[src/rtl/rx_bd_ring.sv]
module rx_bd_ring #(
  parameter int AW    = 32,
  parameter int LW    = 16,
  parameter int DSTEP = 8
) (
  input  logic          clk,
  input  logic          rst_n,
  input  logic [AW-1:0] ring_base,
  input  logic          restart,
  input  logic          kick,
  output logic          rx_active,
  output logic          busy,
  input  logic [LW-1:0] max_frm_len,
  input  logic [LW-1:0] trunc_lim,
  input  logic [LW-1:0] buf_max,
  input  logic          shift16,
  input  logic          frm_start,
  input  logic [LW-1:0] frm_len,
  input  logic [31:0]   frm_crc,
  output logic [LW-1:0] frm_rd_idx,
  input  logic [7:0]    frm_rd_data,
  output logic [AW-1:0] desc_addr,
  input  logic          desc_empty,
  input  logic          desc_wrap,
  input  logic [AW-1:0] desc_buf,
  output logic          desc_wr_en,
  output logic [LW-1:0] desc_wr_len,
  output logic          desc_wr_last,
  output logic          desc_wr_trunc,
  output logic          desc_wr_lenerr,
  output logic          buf_wr_en,
  output logic [AW-1:0] buf_wr_addr,
  output logic [7:0]    buf_wr_data,
  output logic          ev_rxb,
  output logic          ev_rxf
);

  typedef enum logic [2:0] {S_IDLE, S_FETCH, S_XFER, S_WB, S_NEXT} st_t;
  st_t st;

  logic [AW-1:0] ptr, bbase;
  logic [LW-1:0] total, remain, pos, cnt, chunk;
  logic          active, pad_q, wrap_q, f_tr, f_le;
  logic [31:0]   crc_q;

  logic [LW-1:0] t_raw, t_cut, crc_start;
  logic          t_over;
  logic [1:0]    cj;

  assign t_raw     = frm_len + LW'(4) + (shift16 ? LW'(2) : LW'(0));
  assign t_over    = t_raw > trunc_lim;
  assign t_cut     = t_over ? trunc_lim : t_raw;
  assign crc_start = total - LW'(4);
  assign cj        = 2'(pos - crc_start);

  assign rx_active  = active;
  assign busy       = st != S_IDLE;
  assign desc_addr  = ptr;
  assign frm_rd_idx = pos - (pad_q ? LW'(2) : LW'(0));

  assign buf_wr_en   = st == S_XFER;
  assign buf_wr_addr = bbase + AW'(cnt);
  assign buf_wr_data = (pad_q && pos < LW'(2)) ? 8'h00 :
                       (pos >= crc_start)      ? crc_q[{~cj, 3'b000} +: 8] :
                                                 frm_rd_data;

  assign desc_wr_en     = st == S_WB;
  assign desc_wr_len    = chunk;
  assign desc_wr_last   = remain == chunk;
  assign desc_wr_trunc  = desc_wr_last & f_tr;
  assign desc_wr_lenerr = desc_wr_last & f_le;
  assign ev_rxf         = desc_wr_en & desc_wr_last;
  assign ev_rxb         = desc_wr_en & ~desc_wr_last;

  always_ff @(posedge clk or negedge rst_n) begin
    if (!rst_n) begin
      st     <= S_IDLE;
      ptr    <= '0;
      bbase  <= '0;
      active <= 1'b0;
      total  <= '0;
      remain <= '0;
      pos    <= '0;
      cnt    <= '0;
      chunk  <= '0;
      pad_q  <= 1'b0;
      wrap_q <= 1'b0;
      f_tr   <= 1'b0;
      f_le   <= 1'b0;
      crc_q  <= '0;
    end else begin
      case (st)
        S_IDLE: begin
          if (restart) begin
            ptr    <= ring_base;
            active <= 1'b0;
          end else if (kick) begin
            active <= desc_empty;
          end else if (frm_start && active) begin
            total  <= t_cut;
            remain <= t_cut;
            pos    <= '0;
            pad_q  <= shift16;
            crc_q  <= frm_crc;
            f_tr   <= t_over;
            f_le   <= t_over | (t_cut > max_frm_len);
            st     <= S_FETCH;
          end
        end
        S_FETCH: begin
          if (!desc_empty) begin
            active <= 1'b0;
            st     <= S_IDLE;
          end else begin
            chunk  <= (remain < buf_max) ? remain : buf_max;
            bbase  <= desc_buf;
            wrap_q <= desc_wrap;
            cnt    <= '0;
            st     <= S_XFER;
          end
        end
        S_XFER: begin
          pos <= pos + LW'(1);
          cnt <= cnt + LW'(1);
          if (cnt == chunk - LW'(1)) st <= S_WB;
        end
        S_WB: begin
          remain <= remain - chunk;
          ptr    <= wrap_q ? ring_base : ptr + AW'(DSTEP);
          st     <= desc_wr_last ? S_NEXT : S_FETCH;
        end
        S_NEXT: begin
          active <= desc_empty;
          st     <= S_IDLE;
        end
        default: st <= S_IDLE;
      endcase
    end
  end

  AST_CHUNK_BOUND: assert property (@(posedge clk) disable iff (!rst_n)
    desc_wr_en |-> (desc_wr_len != '0 && desc_wr_len <= buf_max));

  AST_TRUNC_FLAGS: assert property (@(posedge clk) disable iff (!rst_n)
    (desc_wr_en && desc_wr_trunc) |-> (desc_wr_last && desc_wr_lenerr));

  AST_WRAP_RELOAD: assert property (@(posedge clk) disable iff (!rst_n)
    (desc_wr_en && wrap_q) |=> desc_addr == ring_base);

  AST_LOST_STOP: assert property (@(posedge clk) disable iff (!rst_n)
    (st == S_FETCH && !desc_empty) |=> (!rx_active && !busy));

  AST_DISCARD_IDLE: assert property (@(posedge clk) disable iff (!rst_n)
    (!busy && !rx_active && frm_start && !restart && !kick) |=> (!busy && !buf_wr_en));

endmodule

[config.mk]
export PLATFORM = sky130hd
export DESIGN_NAME = rx_bd_ring
export DESIGN_NICKNAME = d
export VERILOG_FILES = /design/src/rtl/rx_bd_ring.sv
export SDC_FILE = /design/constraint.sdc
export NUM_CORES = 1
export LEC_CHECK = 0
export ABC_AREA = 1
export BUFFER_PORTS_ARGS = -buffer_cell sky130_fd_sc_hd__clkbuf_2
export CORE_AREA = 5 5 184 186
export CTS_CLUSTER_DIAMETER = 200
export DETAILED_ROUTE_END_ITERATION = 12
export DIE_AREA = 0 0 189 191
export GPL_TIMING_DRIVEN = 0
export HOLD_SLACK_MARGIN = 0.02
export PLACE_DENSITY = 0.73
export SYNTH_ARGS = -nofsm -noshare
export SYNTH_HDL_FRONTEND = slang
export SYNTH_SLANG_ARGS = --single-unit
[constraint.sdc]
create_clock -name clk -period 4.7 [get_ports clk]
set_clock_uncertainty 0.1 [all_clocks]
set_input_delay 0.47 -clock clk [delete_from_list [all_inputs] [get_ports clk]]
set_output_delay 0.47 -clock clk [all_outputs]
set_load 0.05 [all_outputs]
==> flow_summary.toml <==
[floorplanning]
io_pins = 289
dieArea_um2 = 36100
die_h_um = 191
initial_utilization_pct = 44.24
core_region_area_um2 = 32120
fp-row-count = 66
fp.dieW_um = 189

[detailed_routing]
via_per_inst = 5.300
drt_iter0_markers = 1009
totalWireLength_mm = 46.01
drtAntennaViolNets = 0
drc = 0
firstDrtPassIters = 6
num_vias = 14881
avgRoutedWirePerCell_um = 16.38

[timing]
relSlewSlack_pct = 48.76
period_needed_ps = 4291
timing.fmax_mhz = 233.0
tns_ps = 0
drv_slew = 0
worst_slew_pin_slew_ps = 762.3
whs_ps = 121.1
finalHoldViolCount = 0
rsz0062_at_grt = "false"
setup_viol = 0
min_period_over_period_pct = 91.30

[placed_design]
place.gp.congestion = 0.9574
place_hpwl_mm = 37.01
numPortBuffers = 288
postPlaceCellArea_um2 = 16230
dp.cells = 2775

[synthesis]
synth_top_area_share_pct = 32.40
ys_async_sr_fraction_pct = 100.0
syn_area_um2 = 14210
ys_seq_area_share_pct = 32.40
yosys.cell_types.count = 53
synth_fp_nets = 2359
ys.flop_type = "dfrtp_1"
netlist_top_cells_count = "nand2_1, inv_1, dfrtp_1, nor2_1, o21ai_0"
yosys_warnings = 0
yosysTopAreaCell = "dfrtp_1"
synthMostInstantiatedCell = "nand2_1"
syn_avg_cell_area_um2 = 6.843
ys_seq_elements = 184
syn_inst = 2077
synth_edf_count = 0
synth_area_leaders = "dfrtp_1, nand2_1, ha_1"

[grt]
antenna_found_initial = 0
grt_usage_pct = 25.05
grt_max_degree = 72
grt_pass1_wl_mm = 73.94
grt.overflow.total = 0
grt_pass1_vias = 14665

[final_layout]
n_antenna_cell = 0
postLayoutCoreUtil_pct = 52.48
layoutNonFillerInstCount = 2808
drive_above_1_share_pct = 16.04
final_nets = 2669
final_area_um2 = 16860
syn_to_final_growth_pct = 18.61

[worst_setup_path]
crit_chain = "nor2_1, nand2_1, nor3_2, nand2_1, nor2_1, nand3_1, nor3_2, xor2_1, ha_1, nand2_1, inv_1, nand3_1, inv_1, a21oi_2, nand3_2, buf_2, o211ai_1, o21ai_0, nor2_1, clkbuf_4"
crit_path_start_kind = "register"
path_buf_inv = 4
critPathKind = "register to primary output"
crit_arrival_ps = 3720
rr_worst_depth = 11
cpPeakStageDelay_ps = 420
r2r-start = "desc_wr_len[8]"
cp_max_fo = 10
critPathTopFamily = "simple AND/OR/NAND/NOR gates"
reg2reg_to = "st[0]"
cp-end-kind = "primary output"
critPathSlowestCell = "dfrtp_1"
critical_path_required_ps = 4130
ff2ff_setup_slack_ps = 2040

[hold_path]
min_from = "desc_buf[18]"
worstHoldPathType = "input port to register"
hold_path_end = "bbase[18]"
holdPathStages = 3

[power]
p_leak_nw = 8.855
p_per_area_nw_per_um2 = 202.0
max-vdd-ir-drop_mv = 0.2427

[clocking]
post_cts_buffers = 0
clk_latency_ps = 440
ctsHtreeMaxLevel = 4
numClockSinks = 184
path_clk_slew_ps = 70
cts_buffers = 17
root_buffer = "clkbuf_16"
ctsLongestPathBuffers = 2
cts_tree = "built"

[job]
cap_violations = 0

[outcome]
status = "complete, no violations"
-- timing repair --
| action | CTS | global route |
|---|---|---|
| resized for setup | 0 | 12 |
| setup endpoints to repair | 0 | 9 |
| hold endpoints to repair | 44 | 0 |
| hold buffers | 1 | 0 |
-- registers in the layout (all words and copies together), names as in the netlist, 16 cells and up --
signal / flops
bbase: 32
cnt: 16
crc_q: 32
desc_addr: 32
desc_wr_len: 16
pos: 16
remain: 16
total: 16
-- cell usage in the layout (no fill, tap or decap), types with 3 or more instances in the layout --
| cell type | count |
|---|---|
| a21oi_1 | 86 |
| and2_1 | 3 |
| buf_2 | 18 |
| clkbuf_1 | 35 |
| clkbuf_16 | 17 |
| clkbuf_2 | 286 |
| clkinvlp_4 | 3 |
| dfrtp_1 | 184 |
| fa_1 | 3 |
| ha_1 | 103 |
| inv_1 | 245 |
| inv_2 | 7 |
| inv_6 | 3 |
| nand2_1 | 631 |
| nand3_1 | 126 |
| nand3b_1 | 10 |
| nand4_1 | 30 |
| nor2_1 | 181 |
| nor2_4 | 5 |
| nor3_1 | 42 |
| nor3_2 | 6 |
| nor4_1 | 9 |
| o211ai_1 | 25 |
| o21a_1 | 5 |
| o21ai_0 | 168 |
| o21ai_1 | 5 |
| o21ai_2 | 3 |
| o21bai_1 | 6 |
| o22ai_1 | 16 |
| or2_2 | 10 |
| xnor2_1 | 23 |
| xor2_1 | 60 |
-- cell type report --
class	count	area, µm²
fill	3164	15270
buffer	55	245.2
clock inverter	12	138.9
sequential	184	4604
inverter	252	945.9
tap	408	510.5
multi-input combinational	1586	8456
clock buffer	20	436.7
timing repair buffer	291	1520
-- power by group --
part | total [W] | leakage [nW] | switching (W) | internal [W]
logic | 0.000337 | 6.32 | 0.000202 | 0.000134
registers | 0.00159 | 2.26 | 0.00000573 | 0.00158
clock network | 0.00148 | 0.273 | 0.000684 | 0.000793
-- cells by family after synthesis --
family | after synthesis | synth area share (%)
AOI/OAI and AO/OA | 327 | 12.62
xor gates and xnor gates | 83 | 5.115
adders and majority gates | 106 | 9.490
buffers and inverters | 307 | 8.381
DFF | 184 | 32.40
muxes | 3 | 0.2201
and+or+nand+nor | 1067 | 31.78
-- worst min-delay path, delay by kind of cell --
family                 cells  cell delay, ps
and+or+nand+nor            2              80
buffers and inverters      1              70
-- routing by layer --
metal  part of all wire [%]  vias up  track usage [%]
met5                      0        -                0
met4                    2.4        0            7.175
met3                    6.3       71            3.798
met2                     46      513            42.28
met1                     45     6915            33.54
li1                       -     7382                -
-- stage by stage --
| stage | worst slack, ps | total power, W |
|---|---|---|
| 6_report | 408.7 | 0.003405 |
| 5_1_grt | 11.54 | 0.003542 |
| 4_1_cts | 30.07 | 0.003436 |
| 3_5_place_dp | -85.59 | 0.001956 |
| 3_3_place_gp | -568.1 | 0.001938 |
| 2_1_floorplan | 799.2 | 0.001787 |
-- how the worst max path moves through the flow --
stage          cells past startpoint  slack [ps]             end  startpoint
2_1_floorplan                     28         800            f_le     shift16
4_1_cts                           20          30  buf_wr_data[5]    total[4]
6_report                          20         410  buf_wr_data[5]    total[4]
3_5_place_dp                      28         -90            f_le     shift16
5_1_grt                           20          10  buf_wr_data[5]    total[4]
3_3_place_gp                       1        -570        crc_q[3]       rst_n
(Power assumes the default switching activity.)
